$ cat config.mk
export PLATFORM = sky130hd
export DESIGN_NAME = peterson_t2_locator
export DESIGN_NICKNAME = d
export VERILOG_FILES = /design/src/rtl/gf16_peterson_pkg.sv /design/src/rtl/peterson_front.sv /design/src/rtl/peterson_solve.sv /design/src/rtl/peterson_t2_locator.sv
export SDC_FILE = /design/constraint.sdc
export NUM_CORES = 1
export LEC_CHECK = 0
export BUFFER_PORTS_ARGS = -buffer_cell sky130_fd_sc_hd__buf_2
export CAP_MARGIN = 25
export CORE_ASPECT_RATIO = 0.7
export CORE_MARGIN = 4
export CORE_UTILIZATION = 30
export CTS_BUF_LIST = sky130_fd_sc_hd__clkbuf_4 sky130_fd_sc_hd__clkbuf_8 sky130_fd_sc_hd__clkbuf_16
export DETAILED_ROUTE_END_ITERATION = 6
export PLACE_DENSITY = 0.45
export SETUP_SLACK_MARGIN = 0.4
export SYNTH_ARGS = -nofsm -noshare
export SYNTH_HDL_FRONTEND = slang
export SYNTH_SLANG_ARGS = --single-unit
export TNS_END_PERCENT = 1
$ cat constraint.sdc
create_clock -name clk -period 2.3 [get_ports clk]
set_input_delay 0.345 -clock clk [delete_from_list [all_inputs] [get_ports clk]]
set_output_delay 0.345 -clock clk [all_outputs]
set_load 0.1 [all_outputs]
$ cat src/rtl/gf16_peterson_pkg.sv
package gf16_peterson_pkg;

  localparam int GF_W = 4;
  localparam logic [GF_W:0] GF_POLY = 5'b10011;
  localparam int CNT_W = 2;

  typedef logic [GF_W-1:0] gf_t;

  typedef enum logic [1:0] {
    CLS_NONE = 2'd0,
    CLS_ONE  = 2'd1,
    CLS_TWO  = 2'd2,
    CLS_FAIL = 2'd3
  } loc_class_e;

  // multiply by x, then reduce
  function automatic gf_t gf_xtime(input gf_t a);
    logic [GF_W:0] t;
    t = {a, 1'b0};
    if (t[GF_W]) t = t ^ GF_POLY;
    return t[GF_W-1:0];
  endfunction

  // shift-and-add product, most significant bit of b first
  function automatic gf_t gf_mul(input gf_t a, input gf_t b);
    gf_t acc;
    acc = '0;
    for (int i = GF_W - 1; i >= 0; i--) begin
      acc = gf_xtime(acc);
      if (b[i]) acc = acc ^ a;
    end
    return acc;
  endfunction

  function automatic gf_t gf_sq(input gf_t a);
    return gf_mul(a, a);
  endfunction

  function automatic gf_t gf_cube(input gf_t a);
    return gf_mul(gf_sq(a), a);
  endfunction

  // a^(2^W-2) as the product of a^(2^i), i = 1..W-1; zero maps to zero
  function automatic gf_t gf_inv(input gf_t a);
    gf_t r;
    gf_t p;
    r = gf_t'(1);
    p = a;
    for (int i = 1; i < GF_W; i++) begin
      p = gf_sq(p);
      r = gf_mul(r, p);
    end
    return (a == '0) ? '0 : r;
  endfunction

endpackage

$ cat src/rtl/peterson_front.sv
module peterson_front
  import gf16_peterson_pkg::*;
(
  input  logic clk,
  input  logic rst_n,
  input  logic in_valid,
  input  gf_t  s1,
  input  gf_t  s2,
  input  gf_t  s3,
  input  gf_t  s4,
  output logic mid_valid,
  output gf_t  mid_s1,
  output gf_t  mid_s3,
  output gf_t  mid_cube,
  output gf_t  mid_inv,
  output logic mid_bad
);

  // even syndromes of a binary code must be squares of lower ones
  logic even_mismatch;
  gf_t  s1_cube;
  gf_t  s1_inv;

  assign even_mismatch = (s2 != gf_sq(s1)) || (s4 != gf_sq(s2));
  assign s1_cube       = gf_cube(s1);
  assign s1_inv        = gf_inv(s1);

  always_ff @(posedge clk or negedge rst_n) begin
    if (!rst_n) begin
      mid_valid <= 1'b0;
      mid_s1    <= '0;
      mid_s3    <= '0;
      mid_cube  <= '0;
      mid_inv   <= '0;
      mid_bad   <= 1'b0;
    end else begin
      mid_valid <= in_valid;
      if (in_valid) begin
        mid_s1   <= s1;
        mid_s3   <= s3;
        mid_cube <= s1_cube;
        mid_inv  <= s1_inv;
        mid_bad  <= even_mismatch;
      end
    end
  end

  AST_INV_UNIT: assert property (@(posedge clk) disable iff (!rst_n)
    (mid_valid && mid_s1 != '0) |-> (gf_mul(mid_s1, mid_inv) == gf_t'(1)));

endmodule

$ cat src/rtl/peterson_solve.sv
module peterson_solve
  import gf16_peterson_pkg::*;
(
  input  logic             clk,
  input  logic             rst_n,
  input  logic             mid_valid,
  input  gf_t              mid_s1,
  input  gf_t              mid_s3,
  input  gf_t              mid_cube,
  input  gf_t              mid_inv,
  input  logic             mid_bad,
  output logic             res_valid,
  output gf_t              res_a1,
  output gf_t              res_a2,
  output logic [CNT_W-1:0] res_count,
  output logic             res_fail
);

  loc_class_e       cls;
  gf_t              a1_next;
  gf_t              a2_next;
  logic [CNT_W-1:0] count_next;

  always_comb begin
    if (mid_bad)                  cls = CLS_FAIL;
    else if (mid_s1 == '0)        cls = (mid_s3 == '0) ? CLS_NONE : CLS_FAIL;
    else if (mid_s3 == mid_cube)  cls = CLS_ONE;
    else                          cls = CLS_TWO;
  end

  always_comb begin
    a1_next    = '0;
    a2_next    = '0;
    count_next = '0;
    case (cls)
      CLS_ONE: begin
        a1_next    = mid_s1;
        count_next = CNT_W'(1);
      end
      CLS_TWO: begin
        a1_next    = mid_s1;
        a2_next    = gf_mul(mid_s3 ^ mid_cube, mid_inv);
        count_next = CNT_W'(2);
      end
      default: ;
    endcase
  end

  always_ff @(posedge clk or negedge rst_n) begin
    if (!rst_n) begin
      res_valid <= 1'b0;
      res_a1    <= '0;
      res_a2    <= '0;
      res_count <= '0;
      res_fail  <= 1'b0;
    end else begin
      res_valid <= mid_valid;
      if (mid_valid) begin
        res_a1    <= a1_next;
        res_a2    <= a2_next;
        res_count <= count_next;
        res_fail  <= (cls == CLS_FAIL);
      end
    end
  end

  AST_FAIL_ZERO: assert property (@(posedge clk) disable iff (!rst_n)
    (res_valid && res_fail) |-> (res_a1 == '0 && res_a2 == '0 && res_count == '0));
  AST_SINGLE_A2: assert property (@(posedge clk) disable iff (!rst_n)
    (res_valid && res_count == CNT_W'(1)) |-> (res_a2 == '0 && res_a1 != '0));
  AST_NONE_ZERO: assert property (@(posedge clk) disable iff (!rst_n)
    (res_valid && !res_fail && res_count == '0) |-> (res_a1 == '0 && res_a2 == '0));
  AST_TWO_A2: assert property (@(posedge clk) disable iff (!rst_n)
    (res_valid && res_count == CNT_W'(2)) |-> (res_a2 != '0 && !res_fail));

endmodule

$ cat src/rtl/peterson_t2_locator.sv
module peterson_t2_locator
  import gf16_peterson_pkg::*;
(
  input  logic             clk,
  input  logic             rst_n,
  input  logic             syn_valid,
  input  logic [GF_W-1:0]  syn1,
  input  logic [GF_W-1:0]  syn2,
  input  logic [GF_W-1:0]  syn3,
  input  logic [GF_W-1:0]  syn4,
  output logic             loc_valid,
  output logic [GF_W-1:0]  loc_a1,
  output logic [GF_W-1:0]  loc_a2,
  output logic [CNT_W-1:0] err_count,
  output logic             uncorrectable
);

  logic mid_valid;
  gf_t  mid_s1;
  gf_t  mid_s3;
  gf_t  mid_cube;
  gf_t  mid_inv;
  logic mid_bad;

  peterson_front u_front (
    .clk       (clk),
    .rst_n     (rst_n),
    .in_valid  (syn_valid),
    .s1        (syn1),
    .s2        (syn2),
    .s3        (syn3),
    .s4        (syn4),
    .mid_valid (mid_valid),
    .mid_s1    (mid_s1),
    .mid_s3    (mid_s3),
    .mid_cube  (mid_cube),
    .mid_inv   (mid_inv),
    .mid_bad   (mid_bad)
  );

  peterson_solve u_solve (
    .clk       (clk),
    .rst_n     (rst_n),
    .mid_valid (mid_valid),
    .mid_s1    (mid_s1),
    .mid_s3    (mid_s3),
    .mid_cube  (mid_cube),
    .mid_inv   (mid_inv),
    .mid_bad   (mid_bad),
    .res_valid (loc_valid),
    .res_a1    (loc_a1),
    .res_a2    (loc_a2),
    .res_count (err_count),
    .res_fail  (uncorrectable)
  );

  AST_LATENCY: assert property (@(posedge clk) disable iff (!rst_n)
    syn_valid |-> ##2 loc_valid);
  AST_NO_STRAY: assert property (@(posedge clk) disable iff (!rst_n)
    loc_valid |-> $past(syn_valid, 2));
  AST_HOLD: assert property (@(posedge clk) disable iff (!rst_n)
    !loc_valid |-> ($stable(loc_a1) && $stable(loc_a2) && $stable(err_count)
                    && $stable(uncorrectable)));

endmodule

==> results of run 1 <==
[repair_timing]
| item | 4_1_cts | 5_1_grt |
|---|---|---|
| buffers inserted | 2 | 0 |
| gates cloned | 0 | 0 |
| endpoints found under the setup margin | 18 | 17 |
| resized for setup | 25 | 31 |
| pin swaps | 12 | 16 |
[metal layers]
metal	routed length, um	part of all wire
met1	5226	0.55
met2	3894	0.41
met3	315	0.033
met4	25	0.0026
met5	0	0
[cell type report]
| class | count | area [sq um] | area share |
|---|---|---|---|
| inverter | 21 | 86.33 | 0.02031 |
| tap | 128 | 160.2 | 0.03768 |
| timing repair buffer | 103 | 747.0 | 0.1757 |
| clock buffer | 6 | 138.9 | 0.03268 |
| multi-input combinational | 311 | 2355 | 0.5540 |
| clock inverter | 2 | 12.51 | 0.002944 |
| sequential | 30 | 750.7 | 0.1766 |
[metrics by stage]
step | area [sq um] | instances | setup WS [ns]
2_1_floorplan | 3177 | 388 | -1.052
3_3_place_gp | 3882 | 591 | -0.8254
3_5_place_dp | 3882 | 591 | -0.8421
4_1_cts | 4138 | 601 | -0.4110
5_1_grt | 4250 | 601 | -0.5709
6_report | 4250 | 601 | -0.4123
[critical path, stage by stage]
cell and delay (ns):
buf_12 0.12, inv_8 0.04, ha_4 0.16, xor2_4 0.16
inv_2 0.07, ha_4 0.25, o21ai_2 0.12, nand2_1 0.06
a221o_1 0.29, a31o_1 0.19, o21ai_2 0.17, a31o_1 0.15
or4b_1 0.43, nand4_1 0.10, xnor2_1 0.14, o22ai_2 0.08
[sequential cells by signal, summed over array words and instances, names as in the netlist]
signal	flops
u_front.mid_valid	1
u_solve.res_a1	4
u_front.mid_bad	1
u_solve.res_count	2
u_front.mid_inv	4
u_solve.res_fail	1
u_front.mid_cube	4
u_solve.res_valid	1
u_front.mid_s3	4
u_solve.res_a2	4
u_front.mid_s1	4
[power by group]
| part | switching (mW) | internal (mW) | leakage (nW) |
|---|---|---|---|
| logic | 0.780 | 0.739 | 1.37 |
| registers | 0.0917 | 0.593 | 0.371 |
| clock network | 0.239 | 0.428 | 0.0729 |
[cell families after synthesis]
logic type,count (synthesis),share of synthesized area
AND/OR/NAND/NOR,130,0.2079
AO/OA/AOI/OAI,107,0.2359
buffers and inverters,47,0.06212
XOR/XNOR,46,0.1454
flip-flops,30,0.2436
multiplexers,22,0.08080
adder cells (fa/ha/maj),6,0.02436
[synthesized netlist by cell type, types with 3 or more instances]
cell	number	area, sq um
a211o_1	4	35.03
a211oi_1	3	22.52
a21oi_1	25	125.1
a22oi_1	3	22.52
and2_1	5	31.28
buf_1	5	18.77
buf_2	6	30.03
clkbuf_1	13	48.80
dfrtp_1	30	750.7
ha_1	6	75.07
inv_1	19	71.32
mux2_2	13	146.4
mux2i_1	8	80.08
nand2_1	45	168.9
nand2b_1	6	37.54
nand3_1	4	20.02
nand3b_1	5	37.54
nand4_1	4	25.02
nor2_1	27	101.4
nor2b_1	7	43.79
nor3_1	9	45.04
nor4_1	4	25.02
o211ai_1	3	22.52
o21ai_0	23	115.1
o21ai_1	3	15.01
o221ai_1	4	35.03
o22ai_1	12	75.07
or3_1	3	18.77
xnor2_1	25	219.0
xnor2_2	5	81.33
xor2_1	15	131.4
[worst max-delay path by stage]
stage	startpoint	endpoint	slack, ns
final	syn1[0]	u_front.mid_inv[1]	-0.41
after global routing	syn1[0]	u_front.mid_inv[1]	-0.57
after CTS	syn1[0]	u_front.mid_inv[1]	-0.41
after detailed placement	syn1[0]	u_front.mid_inv[1]	-0.84
after global placement	syn1[0]	u_front.mid_inv[1]	-0.83
after floorplan	syn1[0]	u_front.mid_inv[1]	-1.05
==> reports/qor_table.md, run 1 <==
| Stage | Item | This run |
| --- | --- | --- |
| route | Total vias in the final route | 3,126 |
| setup path | RR Endpoint | u_solve.res_a1[3] |
| grt | Vias in the first global route | 3,006 |
| synth | EDFF count, synth | 0 |
| hold path | Type of the worst min-delay path | in2async |
| finish | Most common cell after layout, fill and taps aside | buf_4 |
| pwr | Leak Pwr | 1.812 nW |
| synth | Ys Warns | 0 |
| grt | Met1 capacity usage during global routing | 0.2588 |
| grt | GR Util met2 | 0.2349 |
| synth | Flip-flop and latch count after synthesis | 30 |
| setup path | Reg-to-reg slack, setup | 0.38 ns |
| route | DRC violation count after routing | 0 |
| synth | Cell area after technology mapping | 3082 sq um |
| setup path | Startpoint kind of the worst setup timing path | input port |
| setup path | Critical-path maximum fanout | 5 |
| finish | Fraction of layout cells with a size suffix above 1 | 0.3594 |
| finish | Post-synthesis to final-layout area growth | 37.92% |
| setup path | Setup Crit Path Kind | in2reg |
| pwr | Cell Pwr Density | 675.4 nW/um^2 |
| grt | Met3 global-route usage | 0.02478 |
| route | Number of DRC markers after the initial detailed-route iteration | 191 |
| clocking | Clock buffer count from CTS | 5 |
| die | Die area | 11,980 sq um |
| grt | Global-route wire length before repair | 15,640 um |
| setup path | Worst endpoint required time | 2.46 ns |
| synth | Per-instance average area after synthesis | 7.943 sq um |
| route | Number of antenna-violating nets in the routed design | 0 |
| synth | Number of different library cells in the post-synthesis netlist | 65 |
| run status | Outcome | complete, but fails checks |
| grt | Antenna violations before repair | 0 |
| sta | Worst Slack Setup Final | -0.4123 ns |
| grt | Total Routing Usage GR | 0.1622 |
| pwr | Peak supply drop | 0.0003481 V |
| clocking | TritonCTS clock tree | built |
| finish | Post-layout utilization of the core | 0.4305 |
| placement | Detailed-placement wirelength estimate | 7312 um |
| route | Average wire per cell in the routed design | 15.74 um |
| synth | Most common flop cell mapped by yosys | dfrtp_1 |
| route | Vias per inst | 5.201 |
| synth | Fraction of synthesis flops using an asynchronous set or reset pin | 1.000 |
| synth | Number of instances in the synthesized netlist | 388 |
| clocking | Hold bufs inserted after CTS | 0 |
| placement | Final estimated routing congestion in global placement | 0.8015 |
| placement | Buffers added on ports | 30 |
| die | Area of the core region | 9872 sq um |
| job | Number of max-cap violations | 0 |
| die | Row count | 30 |
| sta | Setup repair after global routing missed its margin | yes |
| die | Starting density of the core | 0.3122 |
| sta | Final clock period utilization by the worst path | 1.179 |
| die | Die Y-Extent | 92.80 um |
| grt | Remaining global-route overflow | 0 |
| sta | Worst Max-Slew Pin Slew | 0.7012 ns |
| sta | Worst slew slack as a fraction of its limit | 0.5325 |
| sta | Final setup vio count | 4 |
| setup path | Worst endpoint data arrival time | 2.87 ns |
| clocking | Number of levels the H-tree was split into | 2 |
| setup path | Kind of end point of the critical path | flop |
| sta | Max-slew violation count | 0 |
| grt | Pin count of the biggest net entering global routing | 31 |
| pwr | Total Power Consumption | 2.871 mW |
| synth | Share of synthesized area occupied by flip-flops and latches | 0.2436 |
| sta | Hold slack | 0.1167 ns |
| clocking | Clock net sink count | 30 |
| sta | Total negative slack | -1.536 ns |
| synth | Syn Nets | 413 |
| finish | Commonest cells after routing, fill and taps aside | buf_4, nand2_1, dfrtp_1 |
| sta | Number of failing hold endpoints at the final stage | 0 |
| route | Detailed Routing Iterations Pass 1 | 5 |
| sta | Maximum clock frequency | 368.7 MHz |
| sta | Post-layout min period | 2.712 ns |
| route | Post-Route WL | 9461 um |
| setup path | R2r worst-path depth | 7 |
| clocking | Later-pin clock latency in the skew report | 0.28 ns |
| die | Top-Level Pins | 31 |
| grt | GRT busiest layer | met1 |
| clocking | Root buffer cell | clkbuf_16 |
| finish | Net count reported at finish | 497 |
| clocking | Clock transition at the registers of the reported paths | 0.05 ns |
| die | Horizontal extent of the die | 129.1 um |
| run status | Violated checks | negative setup slack |
| finish | Diodes inserted | 0 |
| clocking | Longest Clk Path Bufs | 2 |
| setup path | Worst r2r src | u_front.mid_s1[0] |
| finish | Filler cell count | 988 |
| sta | Worst Clk Skew | 0.003297 ns |
Note: power is estimated with default switching activity, not from simulation.
==> inputs of run 2 (changes only) <==
BUFFER_PORTS_ARGS = -buffer_cell sky130_fd_sc_hd__buf_4   (was -buffer_cell sky130_fd_sc_hd__buf_2)
==> run 2 against run 1 <==
Effect of this change:
- the run ends with negative hold slack, negative setup slack left
- total power shrank 0.91%
- setup slack lost 0.024 ns
- sequential share of layout area shrank 0.50 points
- register-to-register slack is essentially flat
- cell count grew 0.83%
- via count grew 0.64%
- core utilization grew 1.3 points
- cell area grew 3.1%
- clock skew grew 0.0014 ns
- combinational power is essentially flat
- critical path type unchanged
- global-route usage grew 0.39 points
- sequential power is essentially flat
==> reports/qor_table.md, run 2 (synthesis results as in run 1) <==
| Stage | Item | This run | Delta |
| --- | --- | --- | --- |
| sta | Worst Max-Slew Pin Slew | 0.6599 ns | -0.04130 ns |
| setup path | Startpoint kind of the worst setup timing path | input port |  |
| setup path | Kind of end point of the critical path | flop |  |
| finish | Diodes inserted | 0 | unchanged |
| clocking | Longest Clk Path Bufs | 2 | unchanged |
| setup path | Crit-path max cell delay | 0.43 ns | about the same |
| route | Post-Route WL | 9357 um | -1.1% |
| route | Vias per inst | 5.191 | -0.19% |
| finish | Design Area, Final | 4382 sq um | +3.1% |
| clocking | TritonCTS clock tree | built |  |
| sta | Final clock period utilization by the worst path | 1.190 | +0.01049 |
| route | Total vias in the final route | 3,146 | +0.64% |
| sta | Setup repair after global routing missed its margin | yes |  |
| pwr | Cell Pwr Density | 649.2 nW/um^2 | -3.9% |
| die | Row count | 30 | unchanged |
| sta | Hold slack | -0.004240 ns | -0.1210 ns |
| route | DRC violation count after routing | 0 | unchanged |
| sta | Maximum clock frequency | 365.4 MHz | -0.88% |
| finish | Commonest cells after routing, fill and taps aside | buf_4, nand2_1, dfrtp_1 |  |
| route | Average wire per cell in the routed design | 15.44 um | -1.9% |
| setup path | Worst endpoint data arrival time | 2.89 ns | +0.02 ns |
| placement | Buffers added on ports | 30 | unchanged |
| grt | Global-route wire length before repair | 15,970 um | +2.2% |
| grt | Pin count of the biggest net entering global routing | 31 | unchanged |
| clocking | Clock transition at the registers of the reported paths | 0.05 ns | about the same |
| pwr | Peak supply drop | 0.0003160 V | -9.2% |
| sta | Post-layout min period | 2.736 ns | +0.02413 ns |
| clocking | Clock net sink count | 30 | unchanged |
| grt | Antenna violations before repair | 0 | unchanged |
| placement | Post-detailed-placement cell area | 4015 sq um | +3.4% |
| die | Die Y-Extent | 92.80 um | unchanged |
| clocking | Number of levels the H-tree was split into | 2 | unchanged |
| die | Starting density of the core | 0.3122 | unchanged |
| clocking | Later-pin clock latency in the skew report | 0.28 ns | about the same |
| placement | Final estimated routing congestion in global placement | 0.8825 | +10% |
| setup path | Critical path cell sequence | buf_12 > inv_8 > ha_4 > xor2_4 > inv_2 > ha_4 > o21ai_2 > nand2_1 > a221o_1 > a31o_1 > o21ai_2 > a31o_1 > or4b_1 > nand4_1 > xnor2_2 > o22ai_2 |  |
| sta | Worst Clk Skew | 0.004699 ns | +0.001403 ns |
| pwr | Leak Pwr | 1.849 nW | +2.0% |
| finish | Post-layout utilization of the core | 0.4439 | +0.01331 |
| sta | Final setup vio count | 4 | unchanged |
| die | Die area | 11,980 sq um | unchanged |
| grt | Vias in the first global route | 3,011 | +0.17% |
| die | Top-Level Pins | 31 | unchanged |
| finish | Post-synthesis to final-layout area growth | 42.18% |  |
| die | Area of the core region | 9872 sq um | unchanged |
| setup path | Critical-path maximum fanout | 5 | unchanged |
| run status | Outcome | complete, but fails checks |  |
| finish | Net count reported at finish | 503 | +1.2% |
| sta | Worst Slack Setup Final | -0.4364 ns | -0.02413 ns |
| die | Horizontal extent of the die | 129.1 um | unchanged |
| clocking | Clock buffer count from CTS | 5 | unchanged |
| route | Number of DRC markers after the initial detailed-route iteration | 186 | -2.6% |
| sta | Max-slew violation count | 0 | unchanged |
| setup path | Setup Crit Path Kind | in2reg |  |
| sta | Worst slew slack as a fraction of its limit | 0.5601 | +0.02753 |
| placement | Detailed-placement wirelength estimate | 7344 um | +0.43% |
| hold path | Type of the worst min-delay path | in2async |  |
| finish | Fraction of layout cells with a size suffix above 1 | 0.3745 | +0.01507 |
| finish | Most common cell after layout, fill and taps aside | buf_4 |  |
| sta | Number of failing hold endpoints at the final stage | 7 | +7 |
| job | Number of max-cap violations | 0 | unchanged |
| setup path | Slowest stage cell, crit path | or4b_1 |  |
| grt | Remaining global-route overflow | 0 | unchanged |
| clocking | Root buffer cell | clkbuf_16 |  |
| route | Number of antenna-violating nets in the routed design | 0 | unchanged |
| run status | Violated checks | negative hold slack, negative setup slack |  |
| grt | Total Routing Usage GR | 0.1661 | +0.003911 |
| setup path | Worst endpoint required time | 2.46 ns | about the same |
| route | Detailed Routing Iterations Pass 1 | 5 | unchanged |
[run 2: cell count changes in the layout (fill, tap and decap cells not counted), sizes merged]
cell and change:
buf +6, clkinvlp -1, clkinv +1, clkbuf -1
[run 2: worst paths after layout]
kind                                   startpoint            endpoint  slack (ns)  cells past startpoint
max in group asynchronous                   rst_n   u_front.mid_s3[0]        1.99                      1
worst min-delay path                        rst_n  u_front.mid_inv[0]      -0.004                      1
min in group clk                          syn3[0]   u_front.mid_s3[0]        0.30                      2
worst min register to register  u_solve.res_a1[2]   u_solve.res_a1[2]        0.51                      2
worst max register to register  u_front.mid_s1[0]   u_solve.res_a1[1]        0.37                      7
worst max-delay path                      syn1[0]  u_front.mid_inv[1]       -0.44                     16
[run 2: report_power, final]
group          total (mW)  internal (mW)  switching, mW
logic                1.55          0.777          0.775
clock network       0.611          0.389          0.222
registers           0.681          0.594         0.0870
[run 2: area by class of cell]
type	count	area, sq um
clock buffers	5	125.1
multi-input cells	311	2385
inverters	21	86.33
repair buffers	109	863.3
well taps	128	160.2
flip-flops and latches	30	752.0
fillers	984	5490
clock inverters	2	10.01
[run 2: timing repair]
item / CTS / global route
setup endpoints to repair: 16 / 17
gates resized for setup: 30 / 28
hold buffers: 0 / 0
buffers inserted: 2 / 0
pin swaps: 12 / 10
[run 2: routing by layer]
metal	vias up	wire (um)	share of wire	track usage
met5	-	0	0	0
met4	0	45	0.0048	0.02710
met3	7	455	0.049	0.03746
met2	67	3702	0.40	0.2250
met1	1500	5153	0.55	0.2653
li1	1572	-	-	-
[run 2: critical path: cells and delay by family]
kind                       cells  cell delay [ns]
xor gates and xnor gates       2             0.30
buffers and inverters          3             0.22
and+or+nand+nor                3             0.61
adders and majority gates      2             0.43
AOI/OAI and AO/OA              6             0.97
[run 2: per-stage QoR]
| stage | cells | power, mW | TNS (ns) | worst slack (ns) |
|---|---|---|---|---|
| 6_report | 606 | 2.844 | -1.550 | -0.4364 |
| 5_1_grt | 606 | 3.069 | -2.242 | -0.6001 |
| 4_1_cts | 606 | 2.833 | -1.481 | -0.4099 |
| 3_5_place_dp | 597 | 2.144 | -3.170 | -0.8458 |
| 3_3_place_gp | 597 | 2.135 | -3.011 | -0.7948 |
| 2_1_floorplan | 388 | 1.672 | -3.808 | -1.052 |
==> inputs of run 3 (changes only) <==
HOLD_SLACK_MARGIN = 0.06   (was not set)
==> run 3 against run 2 <==
Effect of this change:
- the flow finishes with violations (negative setup slack)
- critical path depth unchanged
- non-clock buffer count increased by 1
- first-iteration DRC count shrank 12%
- largest cell class unchanged
- count of clock-buffer cells in the layout did not move
- sequential share of layout area is essentially flat
- global-route usage barely moved
- sequential power hardly changed
- worst hold slack improved by 0.31 ns
==> reports/qor_table.md, run 3 (synthesis results as in run 1) <==
| Stage | Item | This run | Delta |
| --- | --- | --- | --- |
| placement | Cell total after placement | 597 | unchanged |
| route | Number of antenna-violating nets in the routed design | 0 | unchanged |
| grt | Met1 capacity usage during global routing | 0.2653 | unchanged |
| die | Starting density of the core | 0.3122 | unchanged |
| setup path | Worst endpoint data arrival time | 2.90 ns | about the same |
| grt | Total Routing Usage GR | 0.1663 | +0.0002420 |
| finish | Fraction of layout cells with a size suffix above 1 | 0.3737 | -0.0007818 |
| pwr | Part of the power in combinational logic | 0.546 | about the same |
| grt | Antenna violations before repair | 0 | unchanged |
| pwr | Internal power contribution | 1.761 mW | about the same |
| sta | Setup repair after global routing missed its margin | yes |  |
| pwr | Seq pwr share | 0.239 | about the same |
| clocking | Clock transition at the registers of the reported paths | 0.05 ns | about the same |
| route | Total vias in the final route | 3,164 | +0.57% |
| setup path | Critical path cell sequence | buf_12 > inv_8 > ha_4 > xor2_4 > inv_2 > ha_4 > o21ai_2 > nand2_1 > a221o_1 > a31o_1 > o21ai_2 > a31o_1 > or4b_1 > nand4_1 > xnor2_2 > o22ai_2 |  |
| placement | Detailed-placement wirelength estimate | 7344 um | unchanged |
| sta | Worst Slack Setup Final | -0.4385 ns | -0.002071 ns |
| route | Average wire per cell in the routed design | 15.50 um | +0.39% |
| route | Number of DRC markers after the initial detailed-route iteration | 163 | -12% |
| finish | Final Non-Filler Cells | 607 | +0.17% |
| clocking | Number of levels the H-tree was split into | 2 | unchanged |
| route | DRC violation count after routing | 0 | unchanged |
| hold path | Type of the worst min-delay path | in2reg |  |
| clocking | Root buffer cell | clkbuf_16 |  |
| setup path | Kind of end point of the critical path | flop |  |
| pwr | Portion of total power attributed to the clock network | 0.215 | about the same |
| clocking | TritonCTS clock tree | built |  |
| setup path | Slowest stage cell, crit path | or4b_1 |  |
| clocking | Longest Clk Path Bufs | 2 | unchanged |
| finish | Diodes inserted | 0 | unchanged |
| pwr | Total Power Consumption | 2.847 mW | about the same |
| grt | Vias in the first global route | 3,017 | +0.20% |
| pwr | Proportion of total power due to net switching | 0.3814 | about the same |
| pwr | Leak Pwr | 1.853 nW | +0.23% |
| clocking | Clock net sink count | 30 | unchanged |
| run status | Outcome | complete, but fails checks |  |
| pwr | Cell Pwr Density | 648.3 nW/um^2 | -0.14% |
| die | Die Y-Extent | 92.80 um | unchanged |
| grt | Global-route wire length before repair | 15,990 um | +0.13% |
| pwr | Switching component of the power | 1.086 mW | +0.14% |
| sta | Number of failing hold endpoints at the final stage | 0 | -7 |
| sta | Final clock period utilization by the worst path | 1.191 | about the same |
| sta | Post-layout min period | 2.738 ns | +0.002071 ns |
| sta | Maximum clock frequency | 365.2 MHz | about the same |
| sta | Max-slew violation count | 0 | unchanged |
| sta | Worst slew slack as a fraction of its limit | 0.5601 | unchanged |
| grt | Pin count of the biggest net entering global routing | 31 | unchanged |
| placement | Buffers added on ports | 30 | unchanged |
| placement | Final estimated routing congestion in global placement | 0.8825 | unchanged |
| grt | Remaining global-route overflow | 0 | unchanged |
| route | Detailed Routing Iterations Pass 1 | 5 | unchanged |
| finish | Commonest cells after routing, fill and taps aside | buf_4, nand2_1, dfrtp_1 |  |
| job | Number of max-cap violations | 0 | unchanged |
| finish | Most common cell after layout, fill and taps aside | buf_4 |  |
| setup path | Worst endpoint required time | 2.46 ns | about the same |
| die | Row count | 30 | unchanged |
| sta | Worst Clk Skew | 0.004704 ns | +0.000004420 ns |
| clocking | Clock buffer count from CTS | 5 | unchanged |
| die | Die area | 11,980 sq um | unchanged |
| setup path | Startpoint kind of the worst setup timing path | input port |  |
| pwr | Peak supply drop | 0.0003160 V | about the same |
| grt | GRT busiest layer | met1 |  |
| sta | Worst Max-Slew Pin Slew | 0.6599 ns | -0.00000005960 ns |
| die | Horizontal extent of the die | 129.1 um | unchanged |
| die | Top-Level Pins | 31 | unchanged |
| die | Area of the core region | 9872 sq um | unchanged |
| run status | Violated checks | negative setup slack |  |
| finish | Post-synthesis to final-layout area growth | 42.51% |  |
| setup path | Crit-path max cell delay | 0.43 ns | about the same |
| finish | Net count reported at finish | 504 | +0.20% |
| clocking | Later-pin clock latency in the skew report | 0.28 ns | about the same |
| finish | Filler cell count | 983 | -0.10% |
| sta | Final setup vio count | 4 | unchanged |
| route | Vias per inst | 5.213 | +0.41% |
| grt | Met3 global-route usage | 0.03746 | unchanged |
| grt | GR Util met2 | 0.2259 | +0.0008621 |
| setup path | Critical-path maximum fanout | 5 | unchanged |
| route | Post-Route WL | 9409 um | +0.56% |
| setup path | Setup Crit Path Kind | in2reg |  |
==> run 3: changes by cell type in the layout (fill, tap and decap cells not counted) <==
cell,delta
dlygate4sd3_1,+1
==> run 3: path summary, 6_finish.rpt <==
path,slack (ns),from,end,depth (start not counted)
worst max-delay path,-0.44,syn1[0],u_front.mid_inv[1],16
worst min-delay path,0.30,syn3[0],u_front.mid_s3[0],2
worst max register to register,0.37,u_front.mid_s1[0],u_solve.res_a1[1],7
worst min register to register,0.51,u_solve.res_a1[2],u_solve.res_a1[2],2
max in group asynchronous,1.44,rst_n,u_front.mid_s3[0],2
min in group asynchronous,0.55,rst_n,u_front.mid_inv[0],2
==> run 3: critical path: cells and delay by family <==
family / cells / cell delay, ns
AO/OA/AOI/OAI: 6 / 0.97
XOR/XNOR: 2 / 0.30
adder cells (fa/ha/maj): 2 / 0.43
buffers and inverters: 3 / 0.22
AND/OR/NAND/NOR: 3 / 0.61
==> run 3: cell type report <==
class                      instances  area, sq um  share of cell area
clock inverter                     2        10.01            0.002279
clock buffer                       5        125.1             0.02849
sequential                        30        752.0              0.1712
timing repair buffer             110        873.3              0.1989
tap                              128        160.2             0.03647
inverter                          21        86.33             0.01966
multi-input combinational        311         2385              0.5430
==> run 3: per-stage QoR <==
stage	setup WS (ns)	TNS [ns]	cell area [sq um]	utilization	hold slack (ns)
final	-0.4385	-1.566	4392	0.4449	0.3008
after global routing	-0.6001	-2.242	4392	0.4449	0.3025
after CTS	-0.4099	-1.481	4287	0.4342	0.2941
after detailed placement	-0.8458	-3.170	4015	0.4067	0.2997
after global placement	-0.7948	-3.011	4015	0.4067	0.2985
after floorplan	-1.052	-3.808	3177	-	0.04941
==> run 3: routing by layer <==
| metal | vias to the layer above | routed length, um |
|---|---|---|
| li1 | 1573 | - |
| met3 | 7 | 473 |
| met2 | 71 | 3746 |
| met1 | 1513 | 5143 |
| met4 | 0 | 46 |
| met5 | - | 0 |
==> run 3: repair_timing <==
item	4_1_cts	5_1_grt
endpoints found under the hold margin	30	0
cloned	0	0
endpoints found under the setup margin	16	17
hold buffers	1	0
pin swaps	12	10
setup buffers	2	0
gates resized for setup	30	28
==> run 3: power by group through the flow <==
| stage | Combinational, mW | Clock [mW] | Sequential (mW) |
|---|---|---|---|
| floorplan | 0.994 | 0 | 0.679 |
| global placement | 1.46 | 0 | 0.677 |
| detailed placement | 1.46 | 0 | 0.680 |
| CTS | 1.53 | 0.632 | 0.673 |
| global route | 1.72 | 0.656 | 0.693 |
| finish | 1.55 | 0.611 | 0.681 |
